## src/rtl/presc_tree_pkg.sv

```systemverilog
package presc_tree_pkg;
  localparam int AHB_SEL_W = 4;
  localparam int APB_SEL_W = 3;
  localparam int ADC_SEL_W = 2;
  localparam int AHB_CW    = 9;
  localparam int APB_CW    = 4;
  localparam int ADC_CW    = ADC_SEL_W + 1;
  localparam logic [AHB_SEL_W-1:0] AHB_DIV32_CODE = 4'd9;

  // terminal count (ratio minus one) for the bus stage
  function automatic logic [AHB_CW-1:0] ahb_term(input logic [AHB_SEL_W-1:0] sel);
    logic [AHB_CW-1:0] t;
    case (sel)
      4'd1:    t = AHB_CW'(1);
      4'd2:    t = AHB_CW'(3);
      4'd3:    t = AHB_CW'(7);
      4'd4:    t = AHB_CW'(15);
      4'd5:    t = AHB_CW'(63);
      4'd6:    t = AHB_CW'(127);
      4'd7:    t = AHB_CW'(255);
      4'd8:    t = AHB_CW'(511);
      default: t = '0;
    endcase
    return t;
  endfunction

  function automatic logic [APB_CW-1:0] apb_term(input logic [APB_SEL_W-1:0] sel);
    logic [APB_CW-1:0] t;
    case (sel)
      3'd1:    t = APB_CW'(1);
      3'd2:    t = APB_CW'(3);
      3'd3:    t = APB_CW'(7);
      3'd4:    t = APB_CW'(15);
      default: t = '0;
    endcase
    return t;
  endfunction

  // ratios 2,4,6,8 -> terminal counts 1,3,5,7
  function automatic logic [ADC_CW-1:0] adc_term(input logic [ADC_SEL_W-1:0] sel);
    return {sel, 1'b1};
  endfunction
endpackage

```

## src/rtl/presc_stage.sv

```systemverilog
module presc_stage #(
  parameter int CW = 4
) (
  input  logic          clk,
  input  logic          rst_n,
  input  logic          tick_i,
  input  logic [CW-1:0] term_i,
  output logic          tick_o,
  output logic          half_o
);
  logic [CW-1:0] cnt_q, cnt_d;
  logic [CW-1:0] term_q, term_d;
  logic          wrap;

  assign wrap   = tick_i && (cnt_q == term_q);
  assign tick_o = wrap;
  // mid-count tap: for term 0 it equals wrap, otherwise doubles the rate
  assign half_o = tick_i && (wrap || (cnt_q == (term_q >> 1)));

  always_comb begin
    cnt_d  = cnt_q;
    term_d = term_q;
    if (tick_i) begin
      if (wrap) begin
        cnt_d  = '0;
        term_d = term_i;
      end else begin
        cnt_d  = cnt_q + CW'(1);
      end
    end
  end

  always_ff @(posedge clk or negedge rst_n) begin
    if (!rst_n) begin
      cnt_q  <= '0;
      term_q <= '0;
    end else begin
      cnt_q  <= cnt_d;
      term_q <= term_d;
    end
  end
endmodule

```

## src/rtl/systick_gen.sv

```systemverilog
module systick_gen #(
  parameter int DIV = 8
) (
  input  logic clk,
  input  logic rst_n,
  input  logic run_i,
  output logic tick_o
);
  localparam int CW = (DIV > 1) ? $clog2(DIV) : 1;
  localparam logic [CW-1:0] LAST = CW'(DIV - 1);

  logic [CW-1:0] cnt_q, cnt_d;

  assign tick_o = run_i && (cnt_q == LAST);

  always_comb begin
    cnt_d = cnt_q;
    if (run_i) begin
      if (cnt_q == LAST) cnt_d = '0;
      else               cnt_d = cnt_q + CW'(1);
    end
  end

  always_ff @(posedge clk or negedge rst_n) begin
    if (!rst_n) cnt_q <= '0;
    else        cnt_q <= cnt_d;
  end
endmodule

```

## src/rtl/bus_prescaler_tree.sv

```systemverilog
module bus_prescaler_tree
  import presc_tree_pkg::*;
#(
  parameter int SYSTICK_DIV = 8
) (
  input  logic                 clk,
  input  logic                 rst_n,
  input  logic [AHB_SEL_W-1:0] ahb_sel,
  input  logic [APB_SEL_W-1:0] apb1_sel,
  input  logic [APB_SEL_W-1:0] apb2_sel,
  input  logic [ADC_SEL_W-1:0] adc_sel,
  output logic                 hclk_en,
  output logic                 apb1_en,
  output logic                 apb1_tim_en,
  output logic                 apb2_en,
  output logic                 apb2_tim_en,
  output logic                 adc_en,
  output logic                 systick_en,
  output logic                 ahb_sel_err
);
  logic [1:0] rs_q;
  logic       rst_sync_n;
  logic       run_q, run_d;
  logic       err_q, err_d;
  logic       ahb_half_unused;
  logic       adc_half_unused;

  always_ff @(posedge clk or negedge rst_n) begin
    if (!rst_n) rs_q <= 2'b00;
    else        rs_q <= {rs_q[0], 1'b1};
  end
  assign rst_sync_n = rs_q[1];

  assign run_d = 1'b1;
  assign err_d = (ahb_sel == AHB_DIV32_CODE);

  always_ff @(posedge clk or negedge rst_sync_n) begin
    if (!rst_sync_n) begin
      run_q <= 1'b0;
      err_q <= 1'b0;
    end else begin
      run_q <= run_d;
      err_q <= err_d;
    end
  end
  assign ahb_sel_err = err_q;

  presc_stage #(.CW(AHB_CW)) u_ahb (
    .clk(clk), .rst_n(rst_sync_n), .tick_i(run_q), .term_i(ahb_term(ahb_sel)),
    .tick_o(hclk_en), .half_o(ahb_half_unused)
  );

  presc_stage #(.CW(APB_CW)) u_apb1 (
    .clk(clk), .rst_n(rst_sync_n), .tick_i(hclk_en), .term_i(apb_term(apb1_sel)),
    .tick_o(apb1_en), .half_o(apb1_tim_en)
  );

  presc_stage #(.CW(APB_CW)) u_apb2 (
    .clk(clk), .rst_n(rst_sync_n), .tick_i(hclk_en), .term_i(apb_term(apb2_sel)),
    .tick_o(apb2_en), .half_o(apb2_tim_en)
  );

  presc_stage #(.CW(ADC_CW)) u_adc (
    .clk(clk), .rst_n(rst_sync_n), .tick_i(apb2_en), .term_i(adc_term(adc_sel)),
    .tick_o(adc_en), .half_o(adc_half_unused)
  );

  systick_gen #(.DIV(SYSTICK_DIV)) u_tick (
    .clk(clk), .rst_n(rst_sync_n), .run_i(run_q), .tick_o(systick_en)
  );
endmodule

```

## config.mk

```make
export PLATFORM = sky130hd
export DESIGN_NAME = bus_prescaler_tree
export DESIGN_NICKNAME = d
export VERILOG_FILES = /design/src/rtl/presc_tree_pkg.sv /design/src/rtl/presc_stage.sv /design/src/rtl/systick_gen.sv /design/src/rtl/bus_prescaler_tree.sv
export SDC_FILE = /design/constraint.sdc
export NUM_CORES = 1
export LEC_CHECK = 0
export BUFFER_PORTS_ARGS = -buffer_cell sky130_fd_sc_hd__buf_2
export CAP_MARGIN = 5
export CORE_MARGIN = 3
export CORE_UTILIZATION = 23
export CTS_BUF_LIST = sky130_fd_sc_hd__clkbuf_4
export CTS_CLUSTER_DIAMETER = 200
export CTS_CLUSTER_SIZE = 20
export DETAILED_ROUTE_END_ITERATION = 6
export GPL_ROUTABILITY_DRIVEN = 0
export PLACE_DENSITY = 0.4
export SETUP_SLACK_MARGIN = 0.5
export SYNTH_ARGS = -nofsm -noshare
export SYNTH_HDL_FRONTEND = slang
export SYNTH_HIERARCHICAL = 1
export SYNTH_SLANG_ARGS = --single-unit
```

## constraint.sdc

```tcl
create_clock -name clk -period 7 [get_ports clk]
set_input_delay 0.35 -clock clk [delete_from_list [all_inputs] [get_ports clk]]
set_output_delay 0.35 -clock clk [all_outputs]
set_load 0.03 [all_outputs]
```

==> flow_summary.yaml <==
drt:
  via_count: 1618
  wl_mm: 4.43
  wl_per_cell_um: 11.3
  drtPass1Iterations: 4
  vias_per_cell: 4.13
  first_iter_violations: 77
  drc: 0
  postRouteAntennaNets: 0
critical_path:
  rr_worst_depth: 8
  startpoint_type: "register"
  timing.rr.start: "u_ahb/cnt_q[1]"
  critPathLaunch: "u_ahb/cnt_q[1]"
  cp.arrival_ns: 2.83
  path_max_fanout: 18
  required_ns: 6.65
  rrSetupSlack_ns: 4.35
  endpoint_kind: "output pin"
  criticalPathCategory: "reg2out"
  r2r-end: "u_adc/term_q[1]"
timing:
  finalSetupViolCount: 0
  whs_ns: 0.206
  fmax_mhz: 314
  fin_crit_sh_pct: 45.5
  slew_viol_final: 0
  worst_slew_pin_slew_ns: 0.745
  fin_skew_ns: 0.0186
  setup_tns_ns: 0
  timing_hold_violations_final: 0
  finalCriticalPeriod_ns: 3.18
  slew_headroom_pct: 50.1
  rsz0062_at_grt: "false"
placed_design:
  hpwl_mm: 3.14
  placedCellCount: 382
  io_buffer_count: 21
  placed_area_um2: 2840
grt:
  grt_max_degree: 46
  grt_pass1_vias: 1611
  grt_pass1_wl_mm: 7.80
  grt.total_usage_pct: 7.45
  overflow: 0
  antenna_found_initial: 1
cells_and_area:
  stdcell_count: 392
  final_layout_size_suffix_gt1_share_pct: 27.1
  syn_to_final_growth_pct: 12.1
  nNetsFinal: 270
  final_cell_area_um2: 2930
worst_hold_path:
  hold_path.class: "in2reg"
  holdPathEnd: "ahb_sel_err"
  whs_path_depth: 2
  holdCritStartpoint: "ahb_sel[2]"
logic_synthesis:
  netlist_area_um2: 2610
  syn_inst: 228
  syn_area_per_cell_um2: 11.5
  ys_warn_count: 6
floorplan:
  io_pins: 22
  fp.dieW_um: 113
  rows: 38
  design.core.area_um2: 11000
  dieArea_um2: 12700
  die_h_um: 113
  start_util_pct: 23.8
cts:
  clk_latency_ns: 0.36
  cts_tree: "built"
  cts_buffers: 5
  clk_pin_slew_ns: 0.15
  h-tree-depth: 2
  cts_setup_buffers: 0
  root_buffer: "clkbuf_4"
  clkSinkCount: 47
  clockBufferDepth: 2
  cts_resized: 0
power:
  p_seq_share_pct: 46.5
  ir_drop_mv: 0.138
  switching_share_pct: 36.7
  power_frac_clock_pct: 15.8
  power_density_nw_per_um2: 358
  p_comb_share_pct: 37.7
  cellLeakagePower_nw: 1.37
  switching_power_uw: 385
  power.internal_uw: 664
run:
  cap_violations: 0
status:
  status: "finished clean"
cell usage in the layout, fill, tap and decap left out, types with 2 or more instances in the layout:
master     instances
a2111oi_2          2
a21o_1             2
a21oi_1            3
a31o_1             2
buf_2             21
buf_4              2
clkbuf_4           5
conb_1             3
dfrtp_1           46
ha_1               6
inv_1             10
mux2_2             9
mux2_4            12
mux2i_1            2
nand2_1           13
nand3_1            3
nand4_1            4
nand4_2            2
nor2_1            18
nor2b_1            2
nor3_1             3
nor3b_1            4
o211a_1            3
o21ai_0            9
o22ai_1            4
or2_2              2
or3b_1             2
xnor2_1           17
xnor2_2            5
xor2_1            16
stage by stage:
stage	worst slack, ns	power (mW)	util (%)
4_1_cts	3.74	1.07	26.6
2_1_floorplan	3.20	0.820	-
6_report	3.82	1.05	26.7
3_3_place_gp	4.25	0.898	25.8
5_1_grt	3.56	1.14	26.7
3_5_place_dp	4.19	0.895	25.8
metal layers:
metal	track usage, %	share of wire (%)	routed length [um]	vias up
li1	-	-	-	823
met1	9.75	48	2130	775
met2	12.1	48	2120	15
met3	1.46	2.1	95	5
met4	2.88	1.8	80	0
met5	0	0	0	-
layout make-up:
type / instances / area [um2]
Timing Repair Buffer: 24 / 130
Inverter: 10 / 37.5
Fill cell: 1141 / 8060
Clock inverter: 3 / 42.5
Antenna cell: 1 / 2.50
Sequential cell: 47 / 1180
Clock buffer: 5 / 37.5
Tap cell: 140 / 175
Multi-Input combinational cell: 162 / 1330
power groups by stage:
stage / sequential, mW / clock [mW] / combinational (mW)
floorplan: 0.457 / 0 / 0.364
CTS: 0.491 / 0.179 / 0.402
finish: 0.488 / 0.166 / 0.395
global placement: 0.498 / 0 / 0.400
global route: 0.505 / 0.190 / 0.446
detailed placement: 0.496 / 0 / 0.399
sequential cells by signal (all words and copies together), names as in the netlist:
register,cells
ahb_sel_err,1
rs_q,2
run_q,1
u_adc/cnt_q,3
u_adc/term_q,3
u_ahb/cnt_q,9
u_ahb/term_q,9
u_apb1/cnt_q,4
u_apb1/term_q,4
u_apb2/cnt_q,4
u_apb2/term_q,4
u_tick/cnt_q,3
critical path: stages (launching register included):
cell,delay [ns]
dfrtp_1,0.48
xnor2_1,0.22
nand4_2,0.18
nor3_2,0.21
buf_4,0.23
o211a_1,0.57
nand3_2,0.14
nor2_2,0.20
buf_2,0.23
timing repair:
action / in CTS / in global routing
hold buffers: 1 / 0
endpoints found under the setup margin: 0 / 0
endpoints found under the hold margin: 2 / 0
worst max path at each step:
stage                            to  cells past startpoint  slack (ns)
floorplan           u_adc/term_q[1]                     10        3.20
global placement             adc_en                      8        4.25
detailed placement           adc_en                      8        4.19
CTS                          adc_en                      8        3.74
global route                 adc_en                      8        3.56
finish                       adc_en                      8        3.82
Note: power is estimated with default switching activity, not from simulation.
